===== src/rtl/vec_ffirst_seq.sv =====
module vec_ffirst_seq #(
  parameter int MAXVL = 64,
  localparam int IW = $clog2(MAXVL),
  localparam int VW = $clog2(MAXVL + 1)
) (
  input  logic             clk,
  input  logic             rst_n,
  input  logic             start,
  input  logic [VW-1:0]    vl_in,
  input  logic             rc,
  input  logic             rc1,
  input  logic             vli,
  input  logic             inv,
  input  logic [1:0]       bit_sel,
  input  logic [MAXVL-1:0] pred_mask,
  input  logic             cr_valid,
  input  logic [3:0]       cr_in,
  output logic             busy,
  output logic [IW-1:0]    elem_idx,
  output logic             reg_we,
  output logic             cr_we,
  output logic             done,
  output logic [VW-1:0]    vl_out
);

  logic             busy_q, done_q;
  logic [IW-1:0]    idx_q;
  logic [VW-1:0]    vl_q, vlo_q;
  logic             rc_q, rc1_q, vli_q, inv_q;
  logic [1:0]       sel_q;
  logic [MAXVL-1:0] mask_q;

  logic          step, live, tbit, pass, incl, fail;
  logic [VW-1:0] nxt;

  assign step = busy_q & cr_valid;
  assign live = mask_q[idx_q];
  assign tbit = rc_q ? cr_in[2'd3 - sel_q] : cr_in[1];
  assign pass = tbit ^ inv_q;
  assign incl = vli_q & ~rc_q;
  assign fail = step & live & ~pass;
  assign nxt  = VW'(idx_q) + VW'(1);

  assign reg_we   = step & live & ~rc1_q & (pass | incl);
  assign cr_we    = step & live & (rc_q | rc1_q);
  assign busy     = busy_q;
  assign elem_idx = idx_q;
  assign done     = done_q;
  assign vl_out   = vlo_q;

  always_ff @(posedge clk or negedge rst_n) begin
    if (!rst_n) begin
      busy_q <= 1'b0;
      done_q <= 1'b0;
      idx_q  <= '0;
      vl_q   <= '0;
      vlo_q  <= '0;
      rc_q   <= 1'b0;
      rc1_q  <= 1'b0;
      vli_q  <= 1'b0;
      inv_q  <= 1'b0;
      sel_q  <= '0;
      mask_q <= '0;
    end else begin
      done_q <= 1'b0;
      if (!busy_q && start) begin
        vl_q   <= vl_in;
        rc_q   <= rc;
        rc1_q  <= rc1;
        vli_q  <= vli;
        inv_q  <= inv;
        sel_q  <= bit_sel;
        mask_q <= pred_mask;
        idx_q  <= '0;
        if (vl_in == '0) begin
          done_q <= 1'b1;
          vlo_q  <= '0;
        end else begin
          busy_q <= 1'b1;
        end
      end else if (step) begin
        if (fail) begin
          busy_q <= 1'b0;
          done_q <= 1'b1;
          vlo_q  <= incl ? nxt : VW'(idx_q);
        end else if (nxt == vl_q) begin
          busy_q <= 1'b0;
          done_q <= 1'b1;
          vlo_q  <= vl_q;
        end else begin
          idx_q <= idx_q + IW'(1);
        end
      end
    end
  end

endmodule



===== config.mk =====
export PLATFORM = sky130hd
export DESIGN_NAME = vec_ffirst_seq
export DESIGN_NICKNAME = d
export VERILOG_FILES = /design/src/rtl/vec_ffirst_seq.sv
export SDC_FILE = /design/constraint.sdc
export NUM_CORES = 1
export LEC_CHECK = 0
export BUFFER_PORTS_ARGS = -buffer_cell sky130_fd_sc_hd__buf_2
export CORE_UTILIZATION = 50
export DETAILED_ROUTE_END_ITERATION = 7
export PLACE_DENSITY = 0.71
export SETUP_SLACK_MARGIN = 0.05
export SLEW_MARGIN = 0
export SYNTH_ARGS = -nofsm -noshare
export SYNTH_HDL_FRONTEND = slang
export SYNTH_SLANG_ARGS = --single-unit

===== constraint.sdc =====
create_clock -name clk -period 2.8 [get_ports clk]
set_input_delay 0.56 -clock clk [delete_from_list [all_inputs] [get_ports clk]]
set_output_delay 0.56 -clock clk [all_outputs]
set_load 0.01 [all_outputs]

======== Word-level counts from Yosys, hierarchy flattened ========
Cells that the tools add are included.
Widths: inputs -> output; s select.
operators by class
  reduce and logical (&&, ||, !) cells .... 8
  multiplexer cells ....................... 25
  $mul .................................... 0
  shift operators ......................... 0
  bitwise gates (word level) .............. 13
  eq/ne operators ......................... 5
  div/mod/pow operators ................... 0
  $add $sub $neg .......................... 3
  order comparisons ....................... 2
operators with widths
  cell                 number
  $mux 7               6
  $mux 6               4
  $mux 1               13
  $reduce_and 3->1     3
  $add 6x1->7 const B  1
  $and 1x1->1          7
  $eq 7x7->1           1
  $logic_not 7->1      1
  $lt 6x7->1 const B   1
  $add 6x1->6 const B  1
  $bmux 1 s6           1
  $ne 2x1->1 const B   2
  $ne 2x2->1 const B   2
  $lt 2x3->1 const B   1
  $not 1->1            3
  $reduce_bool 3->1    1
  $bmux 1 s2           1
  $or 1x1->1           2
  $reduce_bool 2->1    1
  $sub 2x2->2 const A  1
  $logic_and 1x1->1    1
  $logic_not 1->1      1
  $xor 1x1->1          1
word-level totals
  input bits .............................. 85
  output and inout bits ................... 17
  memories ................................ 0
  word-level logic and storage cells ...... 67
  RAM bits ................................ 0
  register bits after elaboration ......... 92
  ROM bits ................................ 0
  latch bits .............................. 0

======== Logic depth before layout (Yosys ltp) ========
Gate-level depths: netlist of run 1.
  depth in word-level cells ............... 10
  depth in mapped cells ................... 11

======== Least setup slack after synthesis of run 1 ========
OpenSTA, ideal clock, no wires.
  path kind ............................... reg2out
  start ................................... register idx_q[0], in the netlist elem_idx[0]
  end ..................................... output port reg_we
  arrival time ............................ 2.031 ns
  stages on the path, launching flop included .. 11
  slack ................................... 0.209 ns
  cells stage by stage .................... dfrtp_1 buf_6 buf_8 buf_12 mux2i_1 a22oi_1 nand2_1 a221oi_2 nand2_1 a21oi_1 nor3b_1
on the way
  cells in the longest elaborated chain, start to end .. 5
RTL lines
  element                       line  RTL
  from (decl)                   27    logic [IW-1:0] idx_q;
  from (signal assigned)        91    idx_q <= idx_q + IW'(1);
  $bmux 1 s6                    37    assign live = mask_q[idx_q];
  $mux 1 (implied by the code)  37
  $and 1x1->1 (3 in series)     44    assign reg_we = step & live & ~rc1_q & (pass | incl);
  to (decl)                     20    output logic reg_we,
Every way passes these cells. The select of a mux whose other input is x is not followed.

======== Worst setup path in the final report of run 1 ========
Ends and elaborated chain as after synthesis.

==> metrics, run 1 <==
Clock Path Buffers 2; full die area 0.00975 sq mm; largest net degree at the start of global routing 80; crit path DAT 2350 ps; r2r endpoint elem_idx[2]; fmax 0.344 GHz; Async SR Flop Fraction 1.00; nets 705; final worst path period share 1.04; worst clock skew 10.0 ps; CP Cell Sequence buf_12 > mux2i_1 > a22oi_1 > nand2_1 > a221oi_2 > nand2_1 > a21oi_2 > nor3b_2 > buf_2; crit path buf inv count 2; grt met2 use 0.370; Clk Tree Root Cell clkbuf_8; met1 Use GR 0.312; Die Ht 98.8 um; total leakage power ~0.0029 uW; met3 Use GR 0.0518; worst reg2reg setup slack about 180 ps; vias in the first global route 3753; max incr delay on CP approximately 450 ps; sequential power share 0.420; PnR worst setup slack -111 ps; Max Cap Viol 0; Netlist cell types 44; worst skew pair latency 350 ps; final hold violations 0; clock share of power 0.167; total CTS buffers 9; CTS Hold Bufs 0; Final Cell Area 0.00551 sq mm; layout cells sized above 1 0.229; slowest cell on the critical path dfrtp_2; yosys warns 0; syn avg cell area 8.87 sq um; fin cells 732; slew margin rel. 0.416; Buffers on Ports 101; routed wire length 10500 um; Critical Path Fanout Max 16; Net Count, Synth 614; # rows 34; GR Util All Layers 0.228; worst-case reg-to-reg path depth 9; Internal 3420 uW; drt first-iter violations about 170; Tmin final roughly 2900 ps; CP delay by family, top compound AO/OA/AOI/OAI gates; Pwr Total between 5000 and 6000 uW; CTS tree yes; crit end category output port; ANT cells 0; Via density 5.28; status finished, violations left; gpl congestion slightly below 0.9; die width slightly below 100 um; worst setup path class reg2out; Gate power share 0.413; I/O pins 102; global route overflow 0; first-pass iteration count of the detailed router 5; worst-margin pin slew about 880 ps; worst vdd ir 0.515 mV; failing checks negative setup slack; DR WL/cell 14.3 um; vias after detailed routing 3865; Starting Density 0.526; Final setup viols 2; Sw Ratio 0.385; hpwl dp 7470 um; placed insts 715; WP data required 2240 ps; CTS H-Tree Depth 3; Post-synth top flop dfrtp_1; Reg clk slew, reported paths about 90 ps; sequential area share after synthesis 0.492; Top cell by count, worst path nand2_1; Synth Instances 528; Pwr Density 1010 mW/mm^2; first-pass GRT wire length 17600 um; RSZ-0062 raised after global routing true; Post-DP Area between 0.005 and 0.006 sq mm; residual DRC count 0; synthesized area 0.00468 sq mm; min-delay worst type in2async; GR peak layer met2; Routed Antenna Nets 0; synthesized flop and latch total between 90 and 100; core area roughly 0.009 sq mm; critical path launch point type flop; worst r2r src elem_idx[0]; area grow syn2layout 17.7%; Final Max Tran Viols 0; initial antenna violation count 0; switching power ~2100 uW; CTS Sinks 92; number of synthesized flops with an enable pin 0
[layer usage]
metal	routed length [um]	part of all wire	vias up
met5	0	0	-
met4	115	0.011	0
met3	451	0.043	10
met2	5070	0.48	104
met1	4850	0.46	1838
li1	-	-	1913
[power by group through the flow]
stage	sequential (uW)	clock, uW	combinational (uW)
finish	2340	928	2300
detailed placement	2340	0	2230
global placement	2340	0	2140
CTS	2340	942	2310
global route	2420	991	2590
floorplan	2250	0	1720
[sequential cells by signal (all words and copies together), names as in the netlist]
name and cells:
mask_q 64, elem_idx 6, vli_q 1, inv_q 1, sel_q 2, vl_out 7, vl_q 7, busy 1
rc_q 1, done 1, rc1_q 1
[metrics by stage]
step / setup slack (ps) / setup TNS, ps / util / hold WS [ps]
2_1_floorplan: 209 / 0 / - / 264
3_3_place_gp: 173 / 0 / 0.592 / 450
3_5_place_dp: 134 / 0 / 0.592 / 459
4_1_cts: -96.4 / -124 / 0.619 / 187
5_1_grt: -246 / -406 / 0.620 / 204
6_report: -111 / -155 / 0.620 / 177
[area by class of cell]
type                            instances  area [sq um]
Sequential cell                        92          2300
Multi-Input combinational cell        402          2220
Timing Repair Buffer                  113           643
Fill cell                             793          3380
Clock buffer                           10           138
Clock inverter                          6          71.3
Tap cell                              108           135
Inverter                                1          3.75
[worst max-delay path by stage]
stage / slack [ps] / cells after the start / to / start
2_1_floorplan: 210 / 10 / reg_we / elem_idx[0]
3_3_place_gp: 170 / 9 / reg_we / elem_idx[0]
3_5_place_dp: 130 / 9 / reg_we / elem_idx[0]
4_1_cts: -100 / 8 / reg_we / elem_idx[0]
5_1_grt: -250 / 9 / reg_we / elem_idx[0]
6_report: -110 / 9 / reg_we / elem_idx[0]
[synth_stat cells (all sizes together) (2+ instances only)]
cell | count | area (sq um)
o21ai | 4 | 20.0
nor2 | 12 | 45.0
nand2b | 3 | 18.8
buf | 9 | 87.6
dfrtp | 92 | 2300
nand3 | 6 | 30.0
or3 | 3 | 18.8
xnor2 | 9 | 78.8
and2 | 9 | 56.3
nand2 | 246 | 923
a21oi | 11 | 55.1
nor2b | 7 | 43.8
mux4 | 6 | 154
o211ai | 3 | 22.5
nor3b | 2 | 15.0
a22oi | 12 | 90.1
nand4 | 4 | 25.0
o31ai | 2 | 15.0
nand4b | 2 | 17.5
clkbuf | 24 | 90.1
mux2i | 38 | 380
nor3 | 5 | 25.0
xor2 | 3 | 26.3
a21boi | 2 | 18.8
[worst reg2reg max path: stages, from the launching register on]
cell and delay (ps):
dfrtp_2 430, buf_4 210, ha_1 270, nand3_1 200
or3_1 410, nand4_1 150, o31a_1 220, o31ai_1 180
nor3b_1 290, mux2i_1 210
[placed cells by master, fill, tap and decap left out, types with 6 or more instances in the layout]
cell      netlist  layout
buf_4           0       9
a22oi_1        12      12
mux2i_1        38      37
nor2_1         12      12
nand2_1       246     245
buf_2           3     100
nor2b_1         7       6
nand3_1         6       6
dfrtp_1        92      91
and2_1          9       9
a21oi_1        11      10
clkbuf_8        0      10
xnor2_1         9       9
[timing repair]
action                                  4_1_cts  5_1_grt
setup buffers                                 1        0
resized for setup                            11        2
pin swaps                                     6        1
cloned                                        0        0
endpoints found under the setup margin        2        9
[kinds of logic (layout without fill, tap and decap cells)]
family,Yosys count,count (layout),share of synthesized area
xor gates and xnor gates,12,12,0.0225
AOI/OAI and AO/OA,42,42,0.0626
muxes,45,45,0.117
and+or+nand+nor,302,302,0.265
adders and majority gates,1,1,0.00267
buffers and inverters,34,130,0.0388
DFF,92,92,0.492
Power figures use the tool's default switching activity.
==> inputs of run 2 (changes only) <==
--- a/config.mk
+++ b/config.mk
@@ -5,6 +5,7 @@
 export SDC_FILE = /design/constraint.sdc
 export NUM_CORES = 1
 export LEC_CHECK = 0
+export ABC_AREA = 1
 export BUFFER_PORTS_ARGS = -buffer_cell sky130_fd_sc_hd__buf_2
 export CORE_UTILIZATION = 50
 export DETAILED_ROUTE_END_ITERATION = 7
==> metrics, run 2 <==
status completed; die width 98.6 um; Pwr Density 1100 mW/mm^2; worst-margin pin slew 588 ps; worst setup path class reg2out; sequential power share 0.381; most flop-heavy register mask_q; Max Cap Viol 0; switching power 2650 uW; Clock Path Buffers 2; initial antenna violation count 0; worst-case reg-to-reg path depth 13; Internal 3530 uW; total leakage power 0.00313 uW; gpl congestion between 0.8 and 0.9; worst r2r src elem_idx[0]; final worst path period share 0.947; GR Util All Layers 0.255; Post-synth top cells 359 x nand2_1, 92 x dfrtp_1, 67 x nand3_1; slew margin rel. 0.608; most frequent cells in the layout 359 x nand2_1, 100 x buf_2, 89 x dfrtp_1, 65 x nand3_1, 19 x inv_1; synthesized flop and latch total 92; Net Count, Synth 718; min-delay worst type in2async; Reg clk slew, reported paths 90 ps; crit end category output port; largest net degree at the start of global routing 52; layout cells sized above 1 0.223; CTS H-Tree Depth 3; Starting Density 0.524; CTS Sinks 92; CTS Hold Bufs 0; Post-synth top flop dfrtp_1; area grow syn2layout 21.0%; cell taking the most area after synthesis dfrtp_1; Tmin final 2650 ps; Die Ht 98.6 um; vias in the first global route approximately 4300; Via density about 5.2; worst reg2reg setup slack 220 ps; ANT cells 0; residual DRC count 0; Routed Antenna Nets 0; Critical Path Fanout Max 9; worst hold slack 184 ps; core area 0.00889 sq mm; most common cell after layout, fill and taps aside nand2_1; yosys warns 0; Async SR Flop Fraction 1.00; first-pass iteration count of the detailed router 5; DR WL/cell 13.7 um; Sw Ratio 0.429; Synth top area share 0.494; I/O pins 102; nets 826; Synth Instances between 600 and 700; r2r endpoint vl_out[0]; first-pass GRT wire length 19700 um; Final Max Tran Viols 0; drt first-iter violations 238; critical path launch point type flop; clock share of power 0.166; number of synthesized flops with an enable pin 0; final hold violations 0; Gate power share 0.453; RSZ-0062 raised after global routing true; total CTS buffers 9; max FFs per register 64; sequential area share after synthesis 0.494; Area contributors post-synth dfrtp_1 49%, nand2_1 29%, nand3_1 7.2%; crit path DAT between 2000 and 2500 ps; Final setup viols 0; CTS tree yes; CP endpoint reg_we; Netlist cell types 32; WP data required 2240 ps; Finished Core Util 0.634; # rows 34; syn avg cell area between 7 and 8 sq um; top-count cell post-synth nand2_1; global route overflow 0; Clk Tree Root Cell clkbuf_8; routed wire length 11700 um; worst skew pair latency between 300 and 400 ps; worst vdd ir 0.501 mV; CP Launch Point elem_idx[0]; vias after detailed routing 4400; Buffers on Ports 101; hpwl dp 7920 um; setup_tns 0 ps; worst clock skew 11.5 ps; fmax 0.377 GHz; synthesized area 0.00466 sq mm; full die area 0.00972 sq mm
## run 2: worst min path at each step
stage / start / depth (start not counted) / to / slack, ps
floorplan: rst_n / 0 / busy / 260
global placement: vli_q / 2 / vli_q / 460
detailed placement: mask_q[10] / 2 / mask_q[10] / 460
CTS: rst_n / 1 / mask_q[46] / 200
global route: rst_n / 1 / mask_q[46] / 220
finish: rst_n / 1 / mask_q[42] / 180
## run 2: power by group through the flow
stage	logic, uW	registers, uW	clock network, uW
after floorplan	1920	2250	0
after global placement	2380	2380	0
after detailed placement	2460	2380	0
after CTS	2680	2340	1050
after global routing	3170	2420	1100
final	2800	2350	1030
## run 2: cells by family (layout without fill, tap and decap cells)
logic type,count (synthesis),count (layout),synth area share
AO/OA/AOI/OAI,23,23,0.0282
adder cells (fa/ha/maj),1,1,0.00268
AND/OR/NAND/NOR,453,453,0.397
flip-flops,92,92,0.494
buffers and inverters,54,167,0.0598
XOR/XNOR,9,9,0.0185
## run 2: worst max-delay path, stage by stage (launching register included)
cell,delay [ps]
dfrtp_2,410
buf_6,160
inv_6,100
nand2_1,70
nand3_1,70
nand3_1,70
nand2_1,100
nand2_1,60
nand3_1,90
nand3_1,110
nand2_4,110
nand2_1,90
a211oi_2,150
buf_2,160
## run 2: metal layers
| layer | wire length, um | GRT usage |
|---|---|---|
| met1 | 5320 | 0.337 |
| met2 | 5470 | 0.413 |
| met3 | 735 | 0.0532 |
| met4 | 174 | 0.101 |
| met5 | 0 | 0 |
## run 2: cell type report
| class | count | area, sq um |
|---|---|---|
| fill | 816 | 3250 |
| timing repair inverter | 3 | 32.5 |
| sequential | 92 | 2310 |
| clock inverter | 6 | 93.8 |
| clock buffer | 10 | 138 |
| multi-input combinational | 486 | 2120 |
| timing repair buffer | 124 | 712 |
| tap | 108 | 135 |
| inverter | 24 | 106 |
## run 2: stage by stage
stage	setup WS, ps	instance area, sq um	cells	total power, uW
after floorplan	533	4660	632	4170
after global placement	329	5240	824	4750
after detailed placement	263	5240	824	4840
after CTS	93.7	5560	849	6070
after global routing	51.4	5640	853	6700
final	150	5640	853	6180
## run 2: repair_timing
item                                    in CTS  in global routing
pin swaps                                    1                  0
buffers inserted                             6                  2
cloned                                       3                  2
endpoints found under the setup margin       2                  3
resized for setup                           10                 12
==> inputs of run 3 (changes only) <==
--- a/config.mk
+++ b/config.mk
@@ -7,9 +7,10 @@
 export LEC_CHECK = 0
 export ABC_AREA = 1
 export BUFFER_PORTS_ARGS = -buffer_cell sky130_fd_sc_hd__buf_2
-export CORE_UTILIZATION = 50
+export CAP_MARGIN = 0
+export CORE_UTILIZATION = 49
 export DETAILED_ROUTE_END_ITERATION = 7
-export PLACE_DENSITY = 0.71
+export PLACE_DENSITY = 0.73
 export SETUP_SLACK_MARGIN = 0.05
 export SLEW_MARGIN = 0
 export SYNTH_ARGS = -nofsm -noshare
==> constraint.sdc (replaced) <==
create_clock -name clk -period 2.42 [get_ports clk]
set_input_delay 0.484 -clock clk [delete_from_list [all_inputs] [get_ports clk]]
set_output_delay 0.484 -clock clk [all_outputs]
set_load 0.01 [all_outputs]
==> metrics, run 3 (synthesis gave the netlist of run 2 again) <==
final hold violations 0; Register Area 0.00230 sq mm; area of the multi-input gates 0.00234 sq mm; Critical Path Fanout Max 6; residual DRC count 0; CP Cell Sequence buf_12 > buf_16 > nand2_1 > nand3_1 > nand3_2 > nand2_1 > nand2_1 > nand3_2 > nand3_2 > nand2_2 > nand2_2 > a211oi_2 > buf_2; Post-DP Area 0.00528 sq mm; fmax 0.376 GHz; gpl congestion 0.872; worst-case reg-to-reg path depth 14; largest net degree at the start of global routing 60; final worst path period share 1.10; Final Cell Area slightly below 0.006 sq mm; first-pass GRT wire length 19700 um; slew margin rel. 0.687; layout cells sized above 1 0.296; PnR worst setup slack -238 ps; worst skew pair latency 370 ps; vias in the first global route approximately 4300; Pwr Density 1280 mW/mm^2; core area 0.00924 sq mm; total CTS buffers 9; CTS Sinks 92; slowest cell on the critical path dfrtp_2; die width ~100 um; worst-margin pin slew around 470 ps; Routed Antenna Nets 0; failing checks negative setup slack; Pwr Total 7580 uW; critical path launch point type flop; worst r2r src elem_idx[0]; nets 824; Via density 5.13; Starting Density 0.505; area grow syn2layout 27.1%; RSZ-0062 raised after global routing true; vias after detailed routing 4472; Final Max Tran Viols 0; total leakage power 0.00324 uW; GR Util All Layers 0.251; Final setup viols 2; worst setup path class reg2out; crit path DAT roughly 2200 ps; routed wire length 12200 um; hpwl dp approximately 8000 um; I/O pins 102; full die area 0.00991 sq mm; Buffers on Ports 101; status finished, violations left; most flop-heavy register mask_q; fillers around 810; Die Ht around 100 um; first-pass iteration count of the detailed router 6; CTS Hold Bufs 0; initial antenna violation count 0; min-delay worst type in2async; CP Launch Point elem_idx[0]; worst clock skew 10.6 ps; Reg clk slew, reported paths ~90 ps; CTS H-Tree Depth 3; most frequent cells in the layout 333 x nand2_1, 100 x buf_2, 90 x dfrtp_1, 36 x nand3_2, 33 x nand3_1; max incr delay on CP 440 ps; Clock Path Buffers 2; Max Cap Viol 0; DR WL/cell 14.0 um; max FFs per register 64; ANT cells 0; crit end category output port; worst vdd ir 0.534 mV; # rows 35; most common cell after layout, fill and taps aside nand2_1; drt first-iter violations 261; Clk Tree Root Cell clkbuf_8; Tmin final 2660 ps; CTS tree yes; WP data required slightly below 2000 ps; global route overflow 0
[run 3: layout make-up]
class / count / area share
Multi-Input combinational cell: 486 / 0.394
Sequential cell: 92 / 0.389
Timing Repair Buffer: 123 / 0.131
Tap cell: 129 / 0.0272
Clock buffer: 11 / 0.0239
Inverter: 24 / 0.0203
Clock inverter: 5 / 0.0101
Timing Repair inverter: 2 / 0.00464
[run 3: through the flow]
stage | setup slack, ps | setup TNS, ps | cells | hold slack (ps) | util
2_1_floorplan | 229 | 0 | 632 | 188 | -
3_3_place_gp | 162 | 0 | 845 | 454 | 0.571
3_5_place_dp | 94.4 | 0 | 845 | 460 | 0.571
4_1_cts | -198 | -379 | 871 | 70.8 | 0.610
5_1_grt | -321 | -1000 | 872 | 88.4 | 0.641
6_report | -238 | -467 | 872 | 56.0 | 0.641
[run 3: power breakdown]
part           switching, uW  leakage [uW]  internal (uW)
Combinational           2260       0.00199           1480
Clock                    572     0.0000999            510
Sequential               526       0.00115           2230
[run 3: routing by layer]
layer | routed length [um] | global-route usage | vias up
met5 | 0 | 0 | -
met4 | 243 | 0.0950 | 0
met3 | 667 | 0.0358 | 27
met2 | 5770 | 0.400 | 156
met1 | 5500 | 0.350 | 2100
li1 | - | - | 2189
[run 3: worst paths after layout]
path,to,slack (ps)
max in group asynchronous,elem_idx[0],1660
hold reg to reg,mask_q[52],480
setup / recovery,reg_we,-240
min in group clk,mask_q[16],300
setup reg to reg,elem_idx[0],80
hold / removal,mask_q[46],60
[run 3: worst max-delay path: cells and delay by family, from the launching register on]
family,cells,cell delay [ps]
AND/OR/NAND/NOR,9,720
buffers and inverters,3,470
AO/OA/AOI/OAI,1,170
flip-flops,1,440
[run 3: what timing repair did]
action / 4_1_cts / 5_1_grt
pin swaps: 3 / 41
gates cloned: 3 / 1
buffers inserted: 7 / 0
gates resized for setup: 13 / 71
endpoints found under the hold margin: 0 / 0
endpoints found under the setup margin: 2 / 17
